<file path="src/rtl/op6502_stream_decoder.sv">
module op6502_stream_decoder (
  input  logic        clk,
  input  logic        rst_n,
  input  logic        start,
  input  logic [15:0] start_addr,
  input  logic [15:0] end_addr,
  input  logic        in_valid,
  output logic        in_ready,
  input  logic [15:0] in_addr,
  input  logic [7:0]  in_byte,
  output logic        rec_valid,
  input  logic        rec_ready,
  output logic [15:0] rec_addr,
  output logic [5:0]  rec_mnem,
  output logic [3:0]  rec_mode,
  output logic [7:0]  rec_op_lo,
  output logic [7:0]  rec_op_hi,
  output logic [1:0]  rec_len,
  output logic [15:0] rec_value,
  output logic        done
);

  localparam logic [3:0] M_NONE = 4'd0;
  localparam logic [3:0] M_IMM  = 4'd1;
  localparam logic [3:0] M_ABS  = 4'd2;
  localparam logic [3:0] M_ZP   = 4'd3;
  localparam logic [3:0] M_ACC  = 4'd4;
  localparam logic [3:0] M_IMP  = 4'd5;
  localparam logic [3:0] M_IZX  = 4'd6;
  localparam logic [3:0] M_IZY  = 4'd7;
  localparam logic [3:0] M_ZPX  = 4'd8;
  localparam logic [3:0] M_ABX  = 4'd9;
  localparam logic [3:0] M_ABY  = 4'd10;
  localparam logic [3:0] M_REL  = 4'd11;
  localparam logic [3:0] M_IND  = 4'd12;
  localparam logic [3:0] M_ZPY  = 4'd13;

  localparam logic [5:0] N_BAD = 6'd0;
  localparam logic [5:0] N_BRK = 6'd17;
  localparam logic [5:0] N_JSR = 6'd18;
  localparam logic [5:0] N_RTI = 6'd19;
  localparam logic [5:0] N_RTS = 6'd20;
  localparam logic [5:0] N_LDY = 6'd21;
  localparam logic [5:0] N_CPY = 6'd22;
  localparam logic [5:0] N_CPX = 6'd23;
  localparam logic [5:0] N_BIT = 6'd24;
  localparam logic [5:0] N_JMP = 6'd25;
  localparam logic [5:0] N_STY = 6'd26;
  localparam logic [5:0] N_PHP = 6'd27;
  localparam logic [5:0] N_BPL = 6'd35;
  localparam logic [5:0] N_CLC = 6'd43;
  localparam logic [5:0] N_TXA = 6'd51;
  localparam logic [5:0] N_TAX = 6'd52;
  localparam logic [5:0] N_DEX = 6'd53;
  localparam logic [5:0] N_TXS = 6'd54;
  localparam logic [5:0] N_TSX = 6'd55;
  localparam logic [5:0] N_G1  = 6'd1;
  localparam logic [5:0] N_G2  = 6'd9;

  typedef enum logic [2:0] {
    S_IDLE, S_SEEK, S_OP, S_B1, S_B2, S_OUT, S_DONE
  } st_t;

  st_t         st;
  logic [15:0] start_q, end_q;
  logic        last_q;
  logic [1:0]  grp;
  logic [2:0]  mf, opf;
  logic [5:0]  dm;
  logic [3:0]  dmode;
  logic [1:0]  dlen;
  logic        take_op;

  assign grp = in_byte[1:0];
  assign mf  = in_byte[4:2];
  assign opf = in_byte[7:5];

  always_comb begin
    dm    = N_BAD;
    dmode = M_NONE;
    case (grp)
      2'd1: begin
        dm = N_G1 + {3'b000, opf};
        case (mf)
          3'd0: dmode = M_IZX;
          3'd1: dmode = M_ZP;
          3'd2: dmode = M_IMM;
          3'd3: dmode = M_ABS;
          3'd4: dmode = M_IZY;
          3'd5: dmode = M_ZPX;
          3'd6: dmode = M_ABY;
          default: dmode = M_ABX;
        endcase
        if (opf == 3'd4 && mf == 3'd2) begin
          dm    = N_BAD;
          dmode = M_NONE;
        end
      end
      2'd0: begin
        case (mf)
          3'd0: begin
            case (opf)
              3'd0: begin dm = N_BRK; dmode = M_IMP; end
              3'd1: begin dm = N_JSR; dmode = M_ABS; end
              3'd2: begin dm = N_RTI; dmode = M_IMP; end
              3'd3: begin dm = N_RTS; dmode = M_IMP; end
              3'd5: begin dm = N_LDY; dmode = M_IMM; end
              3'd6: begin dm = N_CPY; dmode = M_IMM; end
              3'd7: begin dm = N_CPX; dmode = M_IMM; end
              default: ;
            endcase
          end
          3'd1, 3'd3: begin
            dmode = (mf == 3'd1) ? M_ZP : M_ABS;
            case (opf)
              3'd1: dm = N_BIT;
              3'd2: dm = (mf == 3'd3) ? N_JMP : N_BAD;
              3'd3: begin
                dm = (mf == 3'd3) ? N_JMP : N_BAD;
                dmode = (mf == 3'd3) ? M_IND : M_ZP;
              end
              3'd4: dm = N_STY;
              3'd5: dm = N_LDY;
              3'd6: dm = N_CPY;
              3'd7: dm = N_CPX;
              default: dm = N_BAD;
            endcase
            if (dm == N_BAD) dmode = M_NONE;
          end
          3'd2: begin dm = N_PHP + {3'b000, opf}; dmode = M_IMP; end
          3'd4: begin dm = N_BPL + {3'b000, opf}; dmode = M_REL; end
          3'd6: begin dm = N_CLC + {3'b000, opf}; dmode = M_IMP; end
          default: ;
        endcase
      end
      2'd2: begin
        dm = N_G2 + {3'b000, opf};
        case (mf)
          3'd0: dmode = (opf == 3'd5) ? M_IMM : M_NONE;
          3'd1: dmode = M_ZP;
          3'd2: begin
            case (opf)
              3'd4: begin dm = N_TXA; dmode = M_IMP; end
              3'd5: begin dm = N_TAX; dmode = M_IMP; end
              3'd6: begin dm = N_DEX; dmode = M_IMP; end
              3'd7: dmode = M_NONE;
              default: dmode = M_ACC;
            endcase
          end
          3'd3: dmode = M_ABS;
          3'd5: dmode = (opf == 3'd4 || opf == 3'd5) ? M_ZPY : M_ZPX;
          3'd6: begin
            case (opf)
              3'd4: begin dm = N_TXS; dmode = M_IMP; end
              3'd5: begin dm = N_TSX; dmode = M_IMP; end
              default: dmode = M_NONE;
            endcase
          end
          3'd7: begin
            case (opf)
              3'd4: dmode = M_NONE;
              3'd5: dmode = M_ABY;
              default: dmode = M_ABX;
            endcase
          end
          default: dmode = M_NONE;
        endcase
        if (dmode == M_NONE) dm = N_BAD;
      end
      default: ;
    endcase
  end

  always_comb begin
    case (dmode)
      M_NONE, M_ACC, M_IMP:         dlen = 2'd1;
      M_ABS, M_ABX, M_ABY, M_IND:   dlen = 2'd3;
      default:                      dlen = 2'd2;
    endcase
  end

  assign in_ready  = (st == S_SEEK) || (st == S_OP) || (st == S_B1) || (st == S_B2);
  assign rec_valid = (st == S_OUT);
  assign done      = (st == S_DONE);
  assign take_op   = in_valid && ((st == S_OP) || (st == S_SEEK && in_addr == start_q));

  always_comb begin
    if (rec_mode == M_REL)
      rec_value = rec_addr + 16'd2 + {{8{rec_op_lo[7]}}, rec_op_lo};
    else if (rec_len == 2'd3)
      rec_value = {rec_op_hi, rec_op_lo};
    else if (rec_len == 2'd2)
      rec_value = {8'h00, rec_op_lo};
    else
      rec_value = 16'h0000;
  end

  always_ff @(posedge clk or negedge rst_n) begin
    if (!rst_n) begin
      st        <= S_IDLE;
      start_q   <= 16'h0000;
      end_q     <= 16'h0000;
      last_q    <= 1'b0;
      rec_addr  <= 16'h0000;
      rec_mnem  <= 6'd0;
      rec_mode  <= 4'd0;
      rec_len   <= 2'd0;
      rec_op_lo <= 8'h00;
      rec_op_hi <= 8'h00;
    end else begin
      case (st)
        S_IDLE: if (start) begin
          start_q <= start_addr;
          end_q   <= end_addr;
          st      <= S_SEEK;
        end
        S_SEEK, S_OP: if (take_op) begin
          rec_addr  <= in_addr;
          rec_mnem  <= dm;
          rec_mode  <= dmode;
          rec_len   <= dlen;
          rec_op_lo <= 8'h00;
          rec_op_hi <= 8'h00;
          last_q    <= (in_addr >= end_q);
          st        <= (dlen == 2'd1) ? S_OUT : S_B1;
        end
        S_B1: if (in_valid) begin
          rec_op_lo <= in_byte;
          st        <= (rec_len == 2'd2) ? S_OUT : S_B2;
        end
        S_B2: if (in_valid) begin
          rec_op_hi <= in_byte;
          st        <= S_OUT;
        end
        S_OUT: if (rec_ready) st <= last_q ? S_DONE : S_OP;
        default: st <= S_IDLE;
      endcase
    end
  end


  hold_rec_chk: assert property (@(posedge clk) disable iff (!rst_n)
    rec_valid && !rec_ready |=> rec_valid && !in_ready && $stable(rec_addr)
      && $stable(rec_mnem) && $stable(rec_mode) && $stable(rec_value));


  bad_len_chk: assert property (@(posedge clk) disable iff (!rst_n)
    rec_valid && rec_mode == M_NONE |-> rec_len == 2'd1 && rec_mnem == N_BAD);


  long_len_chk: assert property (@(posedge clk) disable iff (!rst_n)
    rec_valid && (rec_mode == M_ABS || rec_mode == M_ABX || rec_mode == M_ABY
      || rec_mode == M_IND) |-> rec_len == 2'd3);


  no_opnd_chk: assert property (@(posedge clk) disable iff (!rst_n)
    rec_valid && rec_len == 2'd1 |-> rec_value == 16'h0000 && rec_op_lo == 8'h00
      && rec_op_hi == 8'h00);


  done_src_chk: assert property (@(posedge clk) disable iff (!rst_n)
    $rose(done) |-> $past(rec_valid && rec_ready));


  done_idle_chk: assert property (@(posedge clk) disable iff (!rst_n)
    done |=> !done && !in_ready && !rec_valid);

endmodule

</file>
<file path="config.mk">
export PLATFORM = sky130hd
export DESIGN_NAME = op6502_stream_decoder
export DESIGN_NICKNAME = d
export VERILOG_FILES = /design/src/rtl/op6502_stream_decoder.sv
export SDC_FILE = /design/constraint.sdc
export NUM_CORES = 1
export LEC_CHECK = 0
export BUFFER_PORTS_ARGS = -buffer_cell sky130_fd_sc_hd__buf_2
export CAP_MARGIN = 40
export CORE_ASPECT_RATIO = 1.1
export CORE_MARGIN = 2
export CORE_UTILIZATION = 41
export DETAILED_ROUTE_END_ITERATION = 12
export HOLD_SLACK_MARGIN = 0.03
export PLACE_DENSITY = 0.7
export SETUP_SLACK_MARGIN = 0.5
export SLEW_MARGIN = 0
export SYNTH_ARGS = -nofsm -noshare
export SYNTH_HDL_FRONTEND = slang
export SYNTH_SLANG_ARGS = --single-unit
</file>
<file path="constraint.sdc">
create_clock -name clk -period 5.9 [get_ports clk]
set_clock_uncertainty 0.15 [all_clocks]
set_input_delay 1.475 -clock clk [delete_from_list [all_inputs] [get_ports clk]]
set_output_delay 1.475 -clock clk [all_outputs]
set_load 0.02 [all_outputs]
</file>
; Yosys cells after proc, flatten, opt, wreduce, memory -nomap -nowiden
; Cells that the tools add are included.
; Widths: inputs -> output; s select.
[totals]
regBits = 80
output_inout_bits = 63
word_cells = 133
[classes]
addsub = 7
mux = 45
n_reduce_logical = 32
magnitude_cmp = 1
n_eq_ne = 38
[ops]
columns = cell, count
row1 = $pmux 4 s7, 2
row2 = $pmux 6 s3, 2
row3 = $pmux 5 s7, 1
row4 = $eq 3x3->1 const B, 11
row5 = $mux 16, 2
row6 = $pmux 8 s2, 2
row7 = $pmux 5 s6, 1
row8 = $pmux 6 s5, 1
row9 = $mux 3, 9
row10 = $mux 4, 6
row11 = $mux 8, 3
row12 = $pmux 6 s2, 2
row13 = $eq 3x2->1 const B, 6
row14 = $mux 6, 3
row15 = $add 16x16->16, 1
row16 = $add 16x2->16 const B, 1
row17 = $eq 16x16->1, 1
row18 = $eq 4x4->1 const B, 4
row19 = $ge 16x16->1, 1
row20 = $pmux 4 s4, 1
row21 = $pmux 3 s5, 1
row22 = $add 6x3->6 const A, 2
row23 = $pmux 4 s3, 1
row24 = $reduce_or 3->1, 4
row25 = other kinds (28), 55

; Logic depth before layout (Yosys ltp)
; Gate-level depths: netlist (run 1).
[depth]
depth_word = 16
ltp_mapped = 14

; Worst setup path before layout (run 1)
; OpenSTA, ideal clock, no wires.
[synth_timing]
path_type = register to output
start = register rec_op_lo[1]
end = output port rec_value[15]
stages_incl_launch_ff = 15
setup_slack_ps = 1261
t_arrival_ps = 3014
path_cell_list = dfrtp_1 > inv_1 > ha_1 > inv_1 > ha_1 > inv_1 > fa_1 > nor2b_1 > o31ai_1 > a2111oi_0 > o31ai_1 > nand2_1 > a31oi_1 > xnor2_1 > o21ai_0
[synth_via]
elab_chain_len = 2
[synth_rtl]
columns = element, line
row1 = "start, declared", 16  ; output logic [7:0] rec_op_lo,
row2 = "start signal, assigned", 228  ; rec_op_lo <= in_byte;
row3 = $add 16x16->16, 189  ; rec_value = rec_addr + 16'd2 + {{8{rec_op_lo[7]}}, rec_op_lo};
row4 = $mux 16, 188  ; if (rec_mode == M_REL)
row5 = "end, declared", 19  ; output logic [15:0] rec_value,
; Every way passes these cells.

; Final worst setup path (run 1)
; Same ends and word-level chain as after synthesis.

==> flow_summary.ini, run 1 <==
[yosys]
synth_area_um2 = 5700
synth_seq_area_share = 0.351
yosysUniqueCellTypes = 60
synth-async-reset-ratio = 1.00
avgSynthCellArea_um2 = 8.95
synth_warnings = 0
synth-edff-count = 0
ys.flop_type = dfrtp_1
postSynthCellCount = 637
ys_ff_latch = 80
syn-num-nets = 754

[worst_setup_path]
critPathMostFrequentCell = inv_1
slowest_stage = a2111oi_1
cp_max_fo = 4
critPathKind = reg2out
worst_r2r_endpoint = last_q
worstPathRequired_ns = 4.28
slowest_delay_ns = 0.51
critical_path_buf_inv_count = 4
critPathLaunchType = flip-flop
r2r_setup_slack_ns = 3.05
path_depth = 15
ff2ff_path_depth = 7
endpoint = rec_value[15]
endpoint_kind = output pin
worstPathArrival_ns = 3.44
r2r-start = start_q[6]
worstSetupStartpoint = rec_op_lo[1]
crit_family = compound AO/OA/AOI/OAI gates
path_cells = inv_1 > ha_1 > inv_1 > ha_1 > inv_1 > fa_1 > nor2b_1 > o31ai_1 > a2111oi_1 > o31ai_1 > nand2_1 > a31oi_1 > xnor2_1 > o21ai_0 > buf_2

[cells_and_area]
final_cell_count_no_fill = 931
nets = 855
diodes = 0
fillers = 1303
layout-drive-gt1-share = 0.248
syn_to_final_growth_pct = 18.8

[timing]
fin_crit_sh = 0.859
slew_headroom = 0.401
whs_ns = 0.335
period_needed_ns = 5.07
slew_viol_final = 0
worst_slew_pin_slew_ns = 0.889
setup_viol = 0
setup-tns-final_ns = 0
hold_violations = 0
max_freq_mhz = 197
grt_setup_unrepaired = false

[floorplanning]
die_y_um = 128
die_area_um2 = 14900
start_util = 0.417
io_pins = 124
die_w_um = 116
rows = 45
core_area_um2 = 13700

[routing]
drtIter0Drc = 306
wl_per_cell_um = 16.8
drt_first_pass_iters = 4
totalWireLength_um = 15600
antenna_left = 0
dr_total_vias = 5116
drc = 0
post_drt_via_cell_ratio = 5.50

[clock_tree]
cts.clk_slew.worst_paths_ns = 0.07
cts_root_buf = clkbuf_16
cts_resized = 0
h-tree-depth = 3
insertion_delay_ns = 0.34
cts_hold_buf = 0
cts_sinks = 80
cts_made_buffers = 9
cts_setup_buffers = 0
cts_buffer_depth = 2
cts_tree = done

[flow_run]
maxCapViolCount = 0

[grt]
overflow = 0
grt_pass1_wl_um = 24500
antenna_found_initial = 0
grt_max_degree = 57
grt_pass1_vias = 4745
grt_use_total = 0.210

[placed_design]
dp_cells = 915
dp_hpwl_um = 12000
gp_congestion = 0.920
place.port_buffers = 123

[worst_hold_path]
min_path_type = reg2reg

[run_status]
status = finished, final reports clean

[pwr]
ir_drop_mv = 0.229
totalPowerFinal_mw = 3.37
power_density_nw_per_um2 = 498
p_leak_nw = 3.32
==> power by group <==
group / internal (mW) / total, mW / switching (mW)
Sequential: 0.805 / 1.04 / 0.230
Clock: 0.337 / 0.585 / 0.248
Combinational: 0.741 / 1.75 / 1.01
==> layer usage <==
layer  vias up  share of wire  GRT usage
met5         -              0          0
met3        23          0.054     0.0340
met4         0          0.021     0.0721
met2       160           0.49      0.343
li1       2505              -          -
met1      2428           0.44      0.282
==> worst reg2reg max path: cells and delay by family (launching register included) <==
kind                      cells  cell delay, ns
buffers and inverters         1            0.33
xor gates and xnor gates      1            0.16
AOI/OAI and AO/OA             2            0.56
DFF                           1            0.39
and+or+nand+nor               3            1.14
==> synthesized netlist by cell type (all sizes together) (2+ instances only) <==
| cell | instances | area share |
|---|---|---|
| o32ai | 5 | 0.0077 |
| a22o | 2 | 0.0031 |
| nor3 | 16 | 0.014 |
| xnor2 | 13 | 0.020 |
| buf | 7 | 0.0068 |
| nor4 | 6 | 0.0092 |
| o311ai | 2 | 0.0031 |
| nand2b | 6 | 0.0066 |
| a31oi | 6 | 0.0066 |
| dfrtp | 80 | 0.35 |
| a22oi | 4 | 0.0053 |
| clkbuf | 29 | 0.019 |
| a2111oi | 3 | 0.0048 |
| nor2b | 13 | 0.014 |
| a41oi | 2 | 0.0031 |
| a21o | 12 | 0.016 |
| o22ai | 4 | 0.0044 |
| o211ai | 3 | 0.0039 |
| nand2 | 54 | 0.036 |
| or2 | 2 | 0.0022 |
| inv | 39 | 0.026 |
| and3 | 7 | 0.0077 |
| nand3 | 31 | 0.027 |
| xor2 | 18 | 0.028 |
| o21bai | 2 | 0.0026 |
| mux2 | 36 | 0.071 |
| ha | 55 | 0.12 |
| o211a | 3 | 0.0053 |
| o21ai | 77 | 0.068 |
| nor2 | 26 | 0.017 |
| nor3b | 2 | 0.0026 |
| mux2i | 2 | 0.0035 |
| and2 | 2 | 0.0022 |
| nand4 | 5 | 0.0055 |
| o31ai | 8 | 0.011 |
| a21oi | 30 | 0.028 |
| a211oi | 9 | 0.012 |
==> area by class of cell <==
class                           count  area, um^2  share of cell area
Clock buffer                        9         225              0.0333
Timing Repair Buffer              126         661              0.0975
Sequential cell                    80        2000               0.296
Tap cell                          188         235              0.0347
Inverter                           40         150              0.0222
Multi-Input combinational cell    481        3420               0.504
Clock inverter                      7        83.8              0.0124
==> state kept, by name, summed over array words and instances, names as in the netlist, 3 cells and up <==
name / flops
end_q: 16
rec_mnem: 6
rec_addr: 16
rec_op_lo: 8
rec_op_hi: 8
rec_mode: 4
start_q: 16
st: 3
==> through the flow <==
| step | cell area [um^2] | worst slack, ns | util |
|---|---|---|---|
| after detailed placement | 6460 | 1.09 | 0.472 |
| after global placement | 6430 | 1.20 | 0.470 |
| final | 6770 | 0.834 | 0.495 |
| after global routing | 6770 | 0.587 | 0.495 |
| after floorplan | 5700 | 1.26 | - |
| after CTS | 6770 | 0.698 | 0.495 |
==> cell usage in the layout, fill, tap and decap left out, types with 26 or more instances in the layout <==
master   instances
a21oi_1         29
buf_2          122
dfrtp_1         80
ha_1            55
inv_1           39
mux2_2          36
nand2_1         54
nand3_1         31
nor2_1          26
o21ai_0         75
==> worst min-delay path by stage <==
| stage | start | to | slack (ns) | cells after the start |
|---|---|---|---|---|
| floorplan | end_q[0] | end_q[0] | 0.33 | 1 |
| global placement | rec_mnem[3] | rec_mnem[3] | 0.31 | 2 |
| detailed placement | rec_mnem[0] | rec_mnem[0] | 0.32 | 2 |
| CTS | rec_mnem[0] | rec_mnem[0] | 0.34 | 2 |
| global route | rec_mnem[4] | rec_mnem[4] | 0.37 | 2 |
| finish | rec_mnem[0] | rec_mnem[0] | 0.33 | 2 |
==> logic make-up (layout without fill, tap and decap cells) <==
kind of cell	Yosys count	after routing	synth area share
compound gates	183	183	0.202
simple gates	173	173	0.149
flops	80	80	0.351
buf+inv	76	182	0.0522
fa+ha+maj	56	56	0.124
mux	38	38	0.0746
xor+xnor	31	31	0.0476
No activity file was read; power rests on OpenSTA's default activity.
==> inputs of run 2 (changes only) <==
--- a/config.mk
+++ b/config.mk
@@ -10,6 +10,7 @@
 export CORE_ASPECT_RATIO = 1.1
 export CORE_MARGIN = 2
 export CORE_UTILIZATION = 41
+export CTS_BUF_LIST = sky130_fd_sc_hd__clkbuf_2 sky130_fd_sc_hd__clkbuf_4 sky130_fd_sc_hd__clkbuf_8
 export DETAILED_ROUTE_END_ITERATION = 12
 export HOLD_SLACK_MARGIN = 0.03
 export PLACE_DENSITY = 0.7
==> flow_summary.ini, run 2 (same netlist as run 1, synthesis figures left out) <==
[clock_tree]
cts_root_buf = clkbuf_8
cts.clk_slew.worst_paths_ns = 0.10
cts_hold_buf = 0
cts_tree = done
cts_made_buffers = 9
insertion_delay_ns = 0.38
cts_sinks = 80
cts_buffer_depth = 2
h-tree-depth = 3
cts_setup_buffers = 0

[grt]
grt_use_total = 0.211
grt_max_degree = 57
grt_pass1_vias = 4736
antenna_found_initial = 0
grt_pass1_wl_um = 24500
overflow = 0

[worst_setup_path]
worstPathRequired_ns = 4.28
worstPathArrival_ns = 3.48
cp_max_fo = 4
critPathLaunchType = flip-flop
critPathKind = reg2out
endpoint_kind = output pin

[placed_design]
gp_congestion = 0.920
place.port_buffers = 123
dp_hpwl_um = 12000

[cells_and_area]
nets = 855
final_cell_mix = buf_2, dfrtp_1, o21ai_0
top_regs = end_q: 16 flops, rec_addr: 16 flops, start_q: 16 flops
syn_to_final_growth_pct = 17.0
fillers = 1320
diodes = 0
final_common_cell = buf_2
layout-drive-gt1-share = 0.248
utilization = 0.488

[pwr]
clkPwrFrac = 0.136
swShare = 0.458
p_leak_nw = 3.27
power_switching_mw = 1.48
internal_power_mw = 1.75
seqPwrFrac = 0.320
ir_drop_mv = 0.220
power_frac_comb = 0.544
power_density_nw_per_um2 = 484

[routing]
post_drt_via_cell_ratio = 5.50
totalWireLength_um = 15700
drt_first_pass_iters = 5
wl_per_cell_um = 16.9
drtIter0Drc = 285
dr_total_vias = 5119
drc = 0
antenna_left = 0

[floorplanning]
io_pins = 124
core_area_um2 = 13700
die_y_um = 128
start_util = 0.417
die_area_um2 = 14900
die_w_um = 116
rows = 45

[run_status]
status = finished, final reports clean

[timing]
worst_slew_pin_slew_ns = 0.813
period_needed_ns = 5.10
hold_violations = 0
fin_crit_sh = 0.865
slew_viol_final = 0
setup-tns-final_ns = 0
max_freq_mhz = 196
grt_setup_unrepaired = false
slew_headroom = 0.452
setup_viol = 0

[worst_hold_path]
min_path_type = reg2reg

[flow_run]
maxCapViolCount = 0
[run 2: changes by cell type in the layout (fill, tap and decap cells not counted)]
cell,change
clkbuf_8,+9
clkbuf_16,-9
[run 2: cell type report]
type                    instances  area (um^2)  share of cell area
multi-input cells             481         3420               0.512
well taps                     188          235              0.0353
clock buffers                   9          124              0.0186
flip-flops and latches         80         2000               0.300
repair buffers                126          661              0.0990
inverters                      40          150              0.0225
clock inverters                 7         83.8              0.0126
[run 2: what timing repair did]
item / CTS / global route
endpoints found under the setup margin: 0 / 2
hold endpoints to repair: 0 / 0
gates resized for setup: 0 / 1
[run 2: power groups by stage]
stage	clock [mW]	sequential [mW]	combinational [mW]
2_1_floorplan	0	1.13	1.15
3_3_place_gp	0	1.04	1.72
3_5_place_dp	0	1.05	1.75
4_1_cts	0.445	1.03	1.76
5_1_grt	0.471	1.07	1.96
6_report	0.439	1.03	1.75
[run 2: layer usage]
| metal | track usage | vias up | part of all wire |
|---|---|---|---|
| met5 | 0 | - | 0 |
| met4 | 0.0637 | 0 | 0.018 |
| met3 | 0.0440 | 19 | 0.055 |
| met2 | 0.347 | 169 | 0.49 |
| met1 | 0.280 | 2430 | 0.44 |
| li1 | - | 2501 | - |
[run 2: worst paths after layout]
check	from	end	slack [ns]	cells after the start
setup reg to reg	start_q[14]	last_q	3.08	7
hold reg to reg	rec_mnem[3]	rec_mnem[3]	0.34	2
max in group asynchronous	rst_n	rec_op_hi[3]	4.16	2
hold / removal	rec_mnem[3]	rec_mnem[3]	0.34	2
setup / recovery	rec_op_lo[1]	rec_value[15]	0.80	15
min in group asynchronous	rst_n	end_q[14]	0.84	1
[run 2: stage by stage]
stage                     instance area, um^2  setup slack [ns]  hold WS [ns]  std cells  power [mW]
after detailed placement                 6460              1.09         0.324        915        2.80
final                                    6670             0.797         0.340        931        3.23
after global placement                   6430              1.20         0.308        914        2.75
after floorplan                          5700              1.26         0.335        637        2.28
after CTS                                6670             0.655         0.347        931        3.24
after global routing                     6670             0.537         0.375        931        3.51
[run 2: worst max-delay path, stage by stage (launching register included)]
cell and delay, ns:
dfrtp_1 0.40, inv_1 0.08, ha_1 0.23, inv_1 0.07, ha_1 0.19, inv_1 0.07
fa_1 0.41, nor2b_1 0.16, o31ai_1 0.14, a2111oi_1 0.51, o31ai_1 0.15, nand2_1 0.09
a31oi_1 0.09, xnor2_1 0.12, o21ai_0 0.18, buf_2 0.22
==> inputs of run 3 (changes only) <==
--- a/config.mk
+++ b/config.mk
@@ -13,7 +13,8 @@
 export CTS_BUF_LIST = sky130_fd_sc_hd__clkbuf_2 sky130_fd_sc_hd__clkbuf_4 sky130_fd_sc_hd__clkbuf_8
 export DETAILED_ROUTE_END_ITERATION = 12
 export HOLD_SLACK_MARGIN = 0.03
-export PLACE_DENSITY = 0.7
+export PLACE_DENSITY = 0.59
+export REMOVE_ABC_BUFFERS = 1
 export SETUP_SLACK_MARGIN = 0.5
 export SLEW_MARGIN = 0
 export SYNTH_ARGS = -nofsm -noshare
==> flow_summary.ini, run 3 (same netlist as run 1, synthesis figures left out) <==
[timing]
setup_viol = 0
grt_setup_unrepaired = false
hold_violations = 0
max_freq_mhz = 198
slew_headroom = 0.419
setup-tns-final_ns = 0
slew_viol_final = 0
worst_slew_pin_slew_ns = 0.863
period_needed_ns = 5.05
fin_crit_sh = 0.855

[grt]
overflow = 0
grt_max_degree = 56
grt_pass1_vias = 5003
grt_use_total = 0.220
antenna_found_initial = 0
grt_pass1_wl_um = 25500

[worst_hold_path]
min_path_type = reg2reg
hold_end = rec_mnem[0]
whs_path_depth = 2
min_from = rec_mnem[0]

[clock_tree]
cts_sinks = 80
cts_buffer_depth = 2
cts_root_buf = clkbuf_8
cts_tree = done
cts_hold_buf = 0
insertion_delay_ns = 0.38
h-tree-depth = 3
cts_setup_buffers = 0
cts.clk_slew.worst_paths_ns = 0.09
cts_made_buffers = 9

[placed_design]
place.port_buffers = 123
dp_hpwl_um = 12300
gp_congestion = 0.914
dpl_cell_area_um2 = 6470

[flow_run]
maxCapViolCount = 0

[floorplanning]
die_area_um2 = 14900
core_area_um2 = 13700
die_y_um = 128
start_util = 0.417
rows = 45
io_pins = 124
die_w_um = 116

[cells_and_area]
final_cell_mix = buf_2, dfrtp_1, o21ai_0
utilization = 0.488
final_common_cell = buf_2
top_regs = end_q: 16 flops, rec_addr: 16 flops, start_q: 16 flops
fin_area_um2 = 6680
diodes = 0
layout-drive-gt1-share = 0.250
nets = 856
syn_to_final_growth_pct = 17.1

[worst_setup_path]
worstPathArrival_ns = 3.42
slowest_delay_ns = 0.51
cp_max_fo = 4
endpoint_kind = output pin
ff2ff_path_depth = 7
worstPathRequired_ns = 4.28
slowest_stage = o31ai_1
critPathKind = reg2out
crit_family = compound AO/OA/AOI/OAI gates
critPathMostFrequentCell = inv_1
path_cells = inv_1 > ha_1 > inv_1 > ha_1 > inv_1 > fa_1 > nor2b_1 > o31ai_1 > a2111oi_2 > o31ai_1 > nand2_1 > a31oi_1 > xnor2_1 > o21ai_0 > buf_2
r2r_setup_slack_ns = 3.05
worst_r2r_endpoint = last_q
critical_path_buf_inv_count = 4
critPathLaunchType = flip-flop
r2r-start = start_q[6]

[routing]
drt_first_pass_iters = 5
drtIter0Drc = 264
post_drt_via_cell_ratio = 5.61
wl_per_cell_um = 17.4
drc = 0
dr_total_vias = 5233
totalWireLength_um = 16200
antenna_left = 0

[pwr]
p_leak_nw = 3.27
ir_drop_mv = 0.181
power_density_nw_per_um2 = 483

[run_status]
status = finished, final reports clean
[run 3: area by class of cell]
type                    count  area (um^2)
clock buffers               9          124
inverters                  40          150
multi-input cells         481         3420
clock inverters             7         76.3
repair buffers            127          668
fillers                  1337         7010
flip-flops and latches     80         2000
well taps                 188          235
[run 3: where the power goes]
group,internal (mW),switching (mW)
registers,0.804,0.235
clock network,0.199,0.216
logic,0.743,1.03
total,1.75,1.48
[run 3: worst min-delay path: cells and delay by family (launching register included)]
family	cells	cell delay, ns
flops	1	0.35
compound gates	1	0.06
simple gates	1	0.04
[run 3: worst max path at each step]
stage	startpoint	endpoint	slack (ns)	cells after the start
6_report	rec_op_lo[1]	rec_value[15]	0.85	15
5_1_grt	rec_op_lo[1]	rec_value[15]	0.51	15
4_1_cts	rec_op_lo[1]	rec_value[15]	0.63	15
3_5_place_dp	rec_op_lo[1]	rec_value[15]	1.08	15
3_3_place_gp	rec_addr[1]	rec_value[15]	1.22	15
2_1_floorplan	rec_op_lo[1]	rec_value[15]	1.26	14
[run 3: routing by layer]
metal / up-vias / global-route usage / share of wire
met4: 0 / 0.0868 / 0.025
met5: - / 0 / 0
li1: 2514 / - / -
met1: 2549 / 0.275 / 0.43
met2: 145 / 0.377 / 0.50
met3: 25 / 0.0355 / 0.046
[run 3: timing repair]
action                                 in CTS  in global routing
endpoints found under the hold margin       0                  0
gates resized for setup                     0                  2
setup endpoints to repair                   0                  2
[run 3: stage by stage]
| stage | worst slack, ns | total power, mW | hold WS [ns] | cells |
|---|---|---|---|---|
| 3_3_place_gp | 1.22 | 2.76 | 0.310 | 915 |
| 3_5_place_dp | 1.08 | 2.81 | 0.321 | 916 |
| 5_1_grt | 0.506 | 3.50 | 0.381 | 932 |
| 6_report | 0.854 | 3.22 | 0.342 | 932 |
| 4_1_cts | 0.634 | 3.24 | 0.346 | 932 |
| 2_1_floorplan | 1.26 | 2.25 | 0.335 | 601 |
